File: src/rtl/cap_pkg.sv
package cap_pkg;
  typedef enum logic [1:0] {
    SRC_OUT = 2'd0,
    SRC_OWN = 2'd1,
    SRC_NBR = 2'd2,
    SRC_TRG = 2'd3
  } cap_src_e;

  // Number of events minus one that make up one effective event.
  function automatic logic [2:0] psc_limit(input logic [1:0] p);
    return 3'((4'd1 << p) - 4'd1);
  endfunction

  // Polarity decode: 01 falling, 11 both, otherwise rising.
  function automatic logic edge_pick(input logic [1:0] pol, input logic r, input logic f);
    case (pol)
      2'b01:   return f;
      2'b11:   return r | f;
      default: return r;
    endcase
  endfunction
endpackage

File: src/rtl/cap_sync_filter.sv
module cap_sync_filter #(
  parameter int SYNC_STAGES = 2,
  parameter int FLT_W       = 4
) (
  input  logic             clk,
  input  logic             rst_n,
  input  logic             din,
  input  logic [FLT_W-1:0] flt_n,
  output logic             dout
);
  logic [SYNC_STAGES-1:0] sh_q;
  logic                   synced;
  logic [FLT_W-1:0]       run_q;
  logic                   flt_q;
  logic                   run_hit;

  always_ff @(posedge clk or negedge rst_n) begin
    if (!rst_n) sh_q <= '0;
    else        sh_q <= {sh_q[SYNC_STAGES-2:0], din};
  end
  assign synced = sh_q[SYNC_STAGES-1];

  assign run_hit = ({1'b0, run_q} + 1'b1) >= {1'b0, flt_n};

  always_ff @(posedge clk or negedge rst_n) begin
    if (!rst_n) begin
      flt_q <= 1'b0;
      run_q <= '0;
    end else if (flt_n == '0) begin
      flt_q <= synced;
      run_q <= '0;
    end else if (synced == flt_q) begin
      run_q <= '0;
    end else if (run_hit) begin
      flt_q <= synced;
      run_q <= '0;
    end else begin
      run_q <= run_q + 1'b1;
    end
  end
  assign dout = flt_q;

  a_r2_hold_when_matching: assert property (@(posedge clk) disable iff (!rst_n)
    (synced == flt_q) |=> $stable(flt_q));
endmodule

File: src/rtl/cap_edge.sv
module cap_edge import cap_pkg::*; (
  input  logic       clk,
  input  logic       rst_n,
  input  logic       lvl,
  input  logic [1:0] pol,
  output logic       evt
);
  logic prev_q;
  logic rise;
  logic fall;

  always_ff @(posedge clk or negedge rst_n) begin
    if (!rst_n) prev_q <= 1'b0;
    else        prev_q <= lvl;
  end

  assign rise = lvl & ~prev_q;
  assign fall = ~lvl & prev_q;
  assign evt  = edge_pick(pol, rise, fall);
endmodule

File: src/rtl/cap_prescale.sv
module cap_prescale import cap_pkg::*; (
  input  logic       clk,
  input  logic       rst_n,
  input  logic       en,
  input  logic [1:0] psc,
  input  logic       evt,
  output logic       eff
);
  logic [1:0] psc_q;
  logic [2:0] cnt_q;
  logic [2:0] lim;
  logic       restart;

  assign lim     = psc_limit(psc);
  assign restart = !en || (psc != psc_q);

  always_ff @(posedge clk or negedge rst_n) begin
    if (!rst_n) begin
      psc_q <= '0;
      cnt_q <= '0;
    end else begin
      psc_q <= psc;
      if (restart)  cnt_q <= '0;
      else if (evt) cnt_q <= (cnt_q == lim) ? 3'd0 : cnt_q + 3'd1;
    end
  end

  assign eff = !restart && evt && (cnt_q == lim);

  a_r6_idle_when_disabled: assert property (@(posedge clk) disable iff (!rst_n)
    !en |=> (cnt_q == 3'd0));
endmodule

File: src/rtl/tmr_capture_chan.sv
module tmr_capture_chan import cap_pkg::*; #(
  parameter int CNT_W       = 16,
  parameter int FLT_W       = 4,
  parameter int SYNC_STAGES = 2
) (
  input  logic             clk,
  input  logic             rst_n,
  input  logic             pin_in,
  input  logic             nbr_filt,
  input  logic             trig_in,
  input  logic [CNT_W-1:0] cnt_val,
  input  logic             cfg_en,
  input  logic [1:0]       cfg_mode,
  input  logic [1:0]       cfg_pol,
  input  logic [1:0]       cfg_psc,
  input  logic [FLT_W-1:0] cfg_flt,
  input  logic             cfg_ie,
  input  logic             cfg_de,
  input  logic             wr_en,
  input  logic [CNT_W-1:0] wr_data,
  input  logic             clr_cf,
  input  logic             clr_of,
  output logic [CNT_W-1:0] ccv_out,
  output logic             filt_out,
  output logic             cap_flag,
  output logic             ovr_flag,
  output logic             irq,
  output logic             dma_req
);
  cap_src_e         src;
  logic             in_mode;
  logic             own_evt;
  logic             nbr_evt;
  logic             src_evt;
  logic             cap_evt;
  logic [CNT_W-1:0] ccv_q;
  logic             cf_q;
  logic             of_q;

  assign src     = cap_src_e'(cfg_mode);
  assign in_mode = (src != SRC_OUT);

  cap_sync_filter #(.SYNC_STAGES(SYNC_STAGES), .FLT_W(FLT_W)) u_filt (
    .clk(clk), .rst_n(rst_n), .din(pin_in), .flt_n(cfg_flt), .dout(filt_out)
  );

  cap_edge u_own_edge (
    .clk(clk), .rst_n(rst_n), .lvl(filt_out), .pol(cfg_pol), .evt(own_evt)
  );

  cap_edge u_nbr_edge (
    .clk(clk), .rst_n(rst_n), .lvl(nbr_filt), .pol(cfg_pol), .evt(nbr_evt)
  );

  always_comb begin
    case (src)
      SRC_OWN: src_evt = own_evt;
      SRC_NBR: src_evt = nbr_evt;
      SRC_TRG: src_evt = trig_in;
      default: src_evt = 1'b0;
    endcase
  end

  cap_prescale u_psc (
    .clk(clk), .rst_n(rst_n), .en(cfg_en && in_mode), .psc(cfg_psc),
    .evt(src_evt), .eff(cap_evt)
  );

  always_ff @(posedge clk or negedge rst_n) begin
    if (!rst_n) begin
      ccv_q <= '0;
      cf_q  <= 1'b0;
      of_q  <= 1'b0;
    end else begin
      if (cap_evt)                ccv_q <= cnt_val;
      else if (!in_mode && wr_en) ccv_q <= wr_data;
      if (cap_evt)     cf_q <= 1'b1;
      else if (clr_cf) cf_q <= 1'b0;
      if (cap_evt && cf_q) of_q <= 1'b1;
      else if (clr_of)     of_q <= 1'b0;
    end
  end

  assign ccv_out  = ccv_q;
  assign cap_flag = cf_q;
  assign ovr_flag = of_q;
  assign irq      = cf_q & cfg_ie;
  assign dma_req  = cf_q & cfg_de;

  a_r7_capture_sets_flag: assert property (@(posedge clk) disable iff (!rst_n)
    cap_evt |=> cap_flag);
  a_r8_overcapture: assert property (@(posedge clk) disable iff (!rst_n)
    (cap_evt && cap_flag) |=> ovr_flag);
  a_r9_clear_without_capture: assert property (@(posedge clk) disable iff (!rst_n)
    (clr_cf && !cap_evt) |=> !cap_flag);
  a_r5_ccv_held_in_input_mode: assert property (@(posedge clk) disable iff (!rst_n)
    (in_mode && !cap_evt) |=> $stable(ccv_out));
endmodule

File: config.mk
export PLATFORM = sky130hd
export DESIGN_NAME = tmr_capture_chan
export DESIGN_NICKNAME = d
export VERILOG_FILES = /design/src/rtl/cap_pkg.sv /design/src/rtl/cap_sync_filter.sv /design/src/rtl/cap_edge.sv /design/src/rtl/cap_prescale.sv /design/src/rtl/tmr_capture_chan.sv
export SDC_FILE = /design/constraint.sdc
export NUM_CORES = 1
export LEC_CHECK = 0
export BUFFER_PORTS_ARGS = -buffer_cell sky130_fd_sc_hd__buf_2
export CAP_MARGIN = 10
export CORE_MARGIN = 2
export CORE_UTILIZATION = 52
export DETAILED_ROUTE_END_ITERATION = 12
export MAX_ROUTING_LAYER = met4
export PLACE_DENSITY = 0.83
export SLEW_MARGIN = 30
export SYNTH_ARGS = -nofsm -noshare
export SYNTH_HDL_FRONTEND = slang
export SYNTH_HIERARCHICAL = 1
export SYNTH_SLANG_ARGS = --single-unit
File: constraint.sdc
create_clock -name clk -period 6.35 [get_ports clk]
set_input_delay 0 -clock clk [delete_from_list [all_inputs] [get_ports clk]]
set_output_delay 0 -clock clk [all_outputs]
set_load 0.02 [all_outputs]
Yosys cells after proc, flatten, opt, wreduce, memory -nomap -nowiden --
Cells that the tools add are included.
Operators by class: shift operators 1, bitwise gates (word level) 12, reductions and logical operators 17, multiplexer cells 18, magnitude comparators 1, $add $sub $neg 4, eq/ne operators 9
Operator list (count):
- 16-bit two-way mux | 2
- 4-bit two-way mux | 3
- 2-bit nonzero test | 6
- 3-bit two-way mux | 3
- 1-bit two-way mux | 7
- 1-bit bitwise AND | 6
- 2-bit equality test (second input constant) | 3
- 4-bit by 1-bit adder with 5-bit output (second input constant) | 1
- 5-bit by 4-bit >= comparator with 1-bit output | 1
- 1-bit logical AND | 5
- 4-bit by 1-bit adder with 4-bit output (second input constant) | 1
- 2-bit by 1-bit equality test with 1-bit output (second input constant) | 2
- 4-bit zero test | 1
- 1-bit inverter | 4
- 1-bit one-hot mux with 2 select lines | 2
- 3-bit by 1-bit adder with 3-bit output (second input constant) | 1
- 3-bit equality test | 1
- 1-bit zero test | 3
- 1-bit one-hot mux with 3 select lines | 1
- 1-bit by 2-bit left shift with 3-bit output (first input constant) | 1
- 3-bit by 1-bit subtractor with 3-bit output (second input constant) | 1
- 2-bit by 1-bit != test with 1-bit output (second input constant) | 1
- 2-bit != test | 1
- 1-bit OR | 2
- 3 further kinds | 3
Word-level totals: output and inout bits 21, word-level logic and storage cells 72, register bits 32

Longest topological paths before layout --
depth in word-level cells 9, mapped depth 13, mapped depth without buffers 11

Cells and area by module --
Netlist, hierarchy kept.
By module, submodules not included:
- tmr_capture_chan | cells each 67, instances 1, area an instance 968.4 µm², seq. area each 450.4 µm²
- cap_sync_filter | cells each 32, instances 1, area an instance 374.1 µm², seq. area each 175.2 µm²
- cap_prescale | cells each 31, instances 1, area an instance 304.0 µm², seq. area each 125.1 µm²
- cap_edge | cells each 9, instances 2, area an instance 80.1 µm², seq. area each 25.0 µm²

Worst setup path after synthesis --
Ideal clock, no wire load.
kind flip-flop to flip-flop, start register u_filt.flt_q, in the netlist u_filt/dout, end register ccv_q[10], in the netlist ccv_out[10], path slack 3589 ps, arrival time 2636 ps, library setup time 125 ps, data required time 6225 ps, buffers on the path 2, stages on the path, launching flop included 13, cell sequence dfrtp_1 inv_1 ha_1 nand2b_1 a31oi_1 nand2_1 o21ai_0 inv_1 nor3_1 buf_6 buf_8 mux2_4 mux2_2
Between the ends: word-level cells in the longest chain between the ends 8, elaborated cells on any way between the ends 10
Ends and longest elaborated chain:
- start, declared | RTL line cap_sync_filter.sv:14 | logic flt_q;
- start signal, assigned | RTL line cap_sync_filter.sv:30 | flt_q <= synced;
- start signal, assigned | RTL line cap_sync_filter.sv:35 | flt_q <= synced;
- 1-bit inverter | RTL line cap_edge.sv:18 | assign fall = ~lvl & prev_q;
- 1-bit bitwise AND | RTL line cap_edge.sv:18
- 1-bit OR | RTL line cap_pkg.sv:18 | 2'b11: return r | f;
- 1-bit one-hot mux with 2 select lines (*) | RTL line cap_pkg.sv:16 | case (pol)
- via own_evt | RTL line tmr_capture_chan.sv:32 | logic own_evt;
- 1-bit one-hot mux with 3 select lines (*) | RTL line tmr_capture_chan.sv:56 | case (src)
- via src_evt | RTL line tmr_capture_chan.sv:34 | logic src_evt;
- 1-bit logical AND (*) (2 in series) | RTL line cap_prescale.sv:28 | assign eff = !restart && evt && (cnt_q == lim);
- via cap_evt | RTL line tmr_capture_chan.sv:35 | logic cap_evt;
- 16-bit two-way mux / 2-bit nonzero test (equally long branches)
- end signal, assigned | RTL line tmr_capture_chan.sv:75 | if (cap_evt) ccv_q <= cnt_val;
- end signal, assigned | RTL line tmr_capture_chan.sv:76 | else if (!in_mode && wr_en) ccv_q <= wr_data;
- end, declared | RTL line tmr_capture_chan.sv:36 | logic [CNT_W-1:0] ccv_q;
The timed path passes the listed nets; every way through them passes the cells marked *. A chain may end at the register's enable or synchronous reset.

Final worst setup path --
start register u_filt.flt_q, in the netlist u_filt/dout, end register ccv_q[0], in the netlist ccv_out[0]
The elaborated chain is that of the path after synthesis.

==> results.json <==
{
  "critPathArrivalTime_ns": 3.00,
  "relSlewSlack_pct": 53.92,
  "yosys_warnings": 6,
  "io_buffers": 73,
  "ant_nets": 0,
  "clock_path_buffers": 2,
  "drt-vias-per-instance": 4.950,
  "syn-cell-area_mm2": 0.001807,
  "ys_ff_latch": 32,
  "holdPathEnd": "ccv_out[13]",
  "slowest_stage": "dfrtp_1",
  "final-setup-viol-count": 0,
  "fin_crit_sh_pct": 43.84,
  "rr_startpoint": "u_filt/dout",
  "grt_pass1_wl_mm": 5.616,
  "topRoutingLayerUsed": "met4",
  "grt_max_degree": 33,
  "critPathKind": "reg2reg",
  "maxCapViolations": 0,
  "antenna_found_initial": 0,
  "crit_fanout": 19,
  "synth_cell_types": 38,
  "cts_tree": "built",
  "cts_buffers": 5,
  "rsz0062_at_grt": "false",
  "clkSinkCount": 32,
  "syn_to_final_growth_pct": 28.46,
  "via_count": 1381,
  "die_h_um": 62.95,
  "drtIter0Drc": 52,
  "crit_buf_inv": 3,
  "required_ns": 6.56,
  "finalNonFillerCells": 279,
  "cts_root_buffer": "clkbuf_4",
  "crit_path_start_kind": "flop",
  "finalHoldViolations": 0,
  "power.density_mw_per_mm2": 245.0,
  "crit_path_end_kind": "flop",
  "clock.fmax_mhz": 359.2,
  "wl_met3_um": 208,
  "avgSynthCellArea_um2": 12.21,
  "dp_slack_ns": 3.560,
  "fp.dieW_um": 62.95,
  "io_pins": 74,
  "r2r_slack_ns": 3.57,
  "place_area_mm2": 0.002205,
  "core_mm2": 0.003337,
  "whs_path_depth": 3,
  "slew_viol_final": 0,
  "cp_top_family": "multiplexers",
  "worstPathCellList": "inv_1, ha_1, nand2b_1, a31oi_1, nand2_1, o21ai_0, inv_1, nor3_2, buf_4, mux2_2, mux2_2",
  "initial_core_util_pct": 54.14,
  "rows": 21,
  "cts_resized": 0,
  "fin_setup_tns_ns": 0,
  "syn-instance-count": 148,
  "peakVddDrop_mv": 0.1561,
  "grt_usage_pct": 18.64,
  "ys_seq_area_share_pct": 44.32,
  "diodes": 0,
  "grt_overflow": 0,
  "hp-class": "in2reg",
  "cpPeakStageDelay_ns": 0.44,
  "htree_levels": 2,
  "hp-start": "cnt_val[13]",
  "dpl.hpwl_mm": 2.593,
  "fin_nets": 296,
  "status": "finished clean",
  "route.met2.wl_mm": 1.649,
  "cts.clk_slew.worst_paths_ns": 0.09,
  "grt_pass1_vias": 1338,
  "worstMarginPinSlew_ns": 0.6911,
  "rr_worst_depth": 11,
  "drt_pass1_iterations": 4,
  "gp_congestion": 0.8518,
  "leakage_uw": 0.001168,
  "clock_latency_ns": 0.32,
  "die-area_mm2": 0.003962,
  "wl_met1_mm": 1.416,
  "r2r-end": "ccv_out[0]",
  "fin_area_mm2": 0.002321,
  "synth.net_count": 211,
  "drive_above_1_share_pct": 52.36,
  "routedWlPerCell_um": 11.86,
  "route.detailed.drc": 0,
  "drt-total-wl_mm": 3.308,
  "worst_slack_ns": 3.566,
  "placed_cells_incl_taps": 265,
  "clock-skew-final_ns": 0.006390,
  "final_util_pct": 69.55,
  "period_needed_ns": 2.784
}
## Yosys cell counts
library cell	number	area [um^2]
a211oi_1	1	7.510
a211oi_2	1	12.51
a21o_2	1	8.760
a21oi_1	2	10.01
a21oi_4	1	16.27
a311oi_1	1	8.760
a31oi_1	3	18.77
and2_1	2	12.51
and3_4	1	11.26
buf_6	2	22.52
buf_8	1	15.01
dfrtp_1	32	800.8
ha_1	10	125.1
inv_1	11	41.29
mux2_1	1	11.26
mux2_2	25	281.5
mux2_4	8	120.1
nand2_1	7	26.28
nand2b_1	4	25.02
nand2b_4	1	13.76
nand3_1	2	10.01
nand3b_1	1	7.510
nand4b_1	1	8.760
nand4bb_1	1	11.26
nor2_1	7	26.28
nor2_2	1	6.260
nor2b_1	4	25.02
nor3_1	1	5.000
nor3_2	1	10.01
nor4_1	1	6.260
o211ai_1	1	7.510
o211ai_2	1	12.51
o21ai_0	3	15.01
o21ai_1	1	5.000
o2bb2ai_1	1	8.760
or3b_1	1	8.760
xnor2_1	3	26.28
xor2_1	2	17.52
## through the flow
step	hold slack [ns]	power [uW]
finish	0.02700	568.8
global route	0.01002	614.5
CTS	0.01231	576.9
detailed placement	0.08815	468.2
global placement	0.08485	462.0
floorplan	-0.2956	399.5
## power breakdown
group / total, uW / leakage (uW) / switching [uW] / internal (uW)
clock network: 105 / 0.0000281 / 64.0 / 40.7
registers: 263 / 0.000395 / 23.2 / 240
logic: 201 / 0.000745 / 104 / 97.0
## sequential cells by signal (all words and copies together), names as in the netlist
signal             count
ccv_out               16
u_filt/run_q           4
u_psc/cnt_q            3
u_filt/sh_q            2
u_psc/psc_q            2
cap_flag               1
ovr_flag               1
u_filt/dout            1
u_nbr_edge/prev_q      1
u_own_edge/prev_q      1
## cell usage in the layout (no fill, tap or decap), drive strengths merged, types with 4 or more instances in the layout
master	count
clkbuf	6
mux2	34
nand2	7
buf	74
dfrtp	32
inv	11
nand2b	5
nor2b	4
o21ai	4
ha	10
dlygate4sd3	7
nor2	8
## layout make-up
type,instances,area (um^2)
Fill cell,266,1016
Timing Repair Buffer,81,442.9
Clock inverter,1,5.005
Inverter,11,41.29
Multi-Input combinational cell,102,932.1
Clock buffer,6,41.29
Tap cell,46,57.56
Sequential cell,32,800.8
## worst max path at each step
stage,to,slack [ns],cells past startpoint,from
3_3_place_gp,ccv_out[1],3.62,11,u_filt/dout
4_1_cts,ccv_out[0],3.54,11,u_filt/dout
3_5_place_dp,ccv_out[0],3.56,11,u_filt/dout
5_1_grt,ccv_out[7],3.36,11,u_filt/dout
6_report,ccv_out[0],3.57,11,u_filt/dout
2_1_floorplan,ccv_out[10],3.59,12,u_filt/dout
## timing repair
action                    in CTS  in global routing
hold buffers                   7                  0
buffers inserted               0                  0
hold endpoints to repair      38                  0
## logic make-up after synthesis
kind of cell | synth area share [%]
buffers and inverters | 4.363
adders and majority gates | 6.925
muxes | 22.85
AOI/OAI and AO/OA | 7.272
xor gates and xnor gates | 2.424
DFF | 44.32
and+or+nand+nor | 11.84
## per-layer routing
layer,global-route usage (%),vias up
met1,20.82,638
met4,6.111,0
li1,-,688
met5,-,-
met2,32.45,51
met3,4.685,4
## tightest hold or removal path, cell delays in order
cell and delay, ns:
buf_2 0.07, mux2_4 0.12, mux2_2 0.13
(Power assumes the default switching activity.)
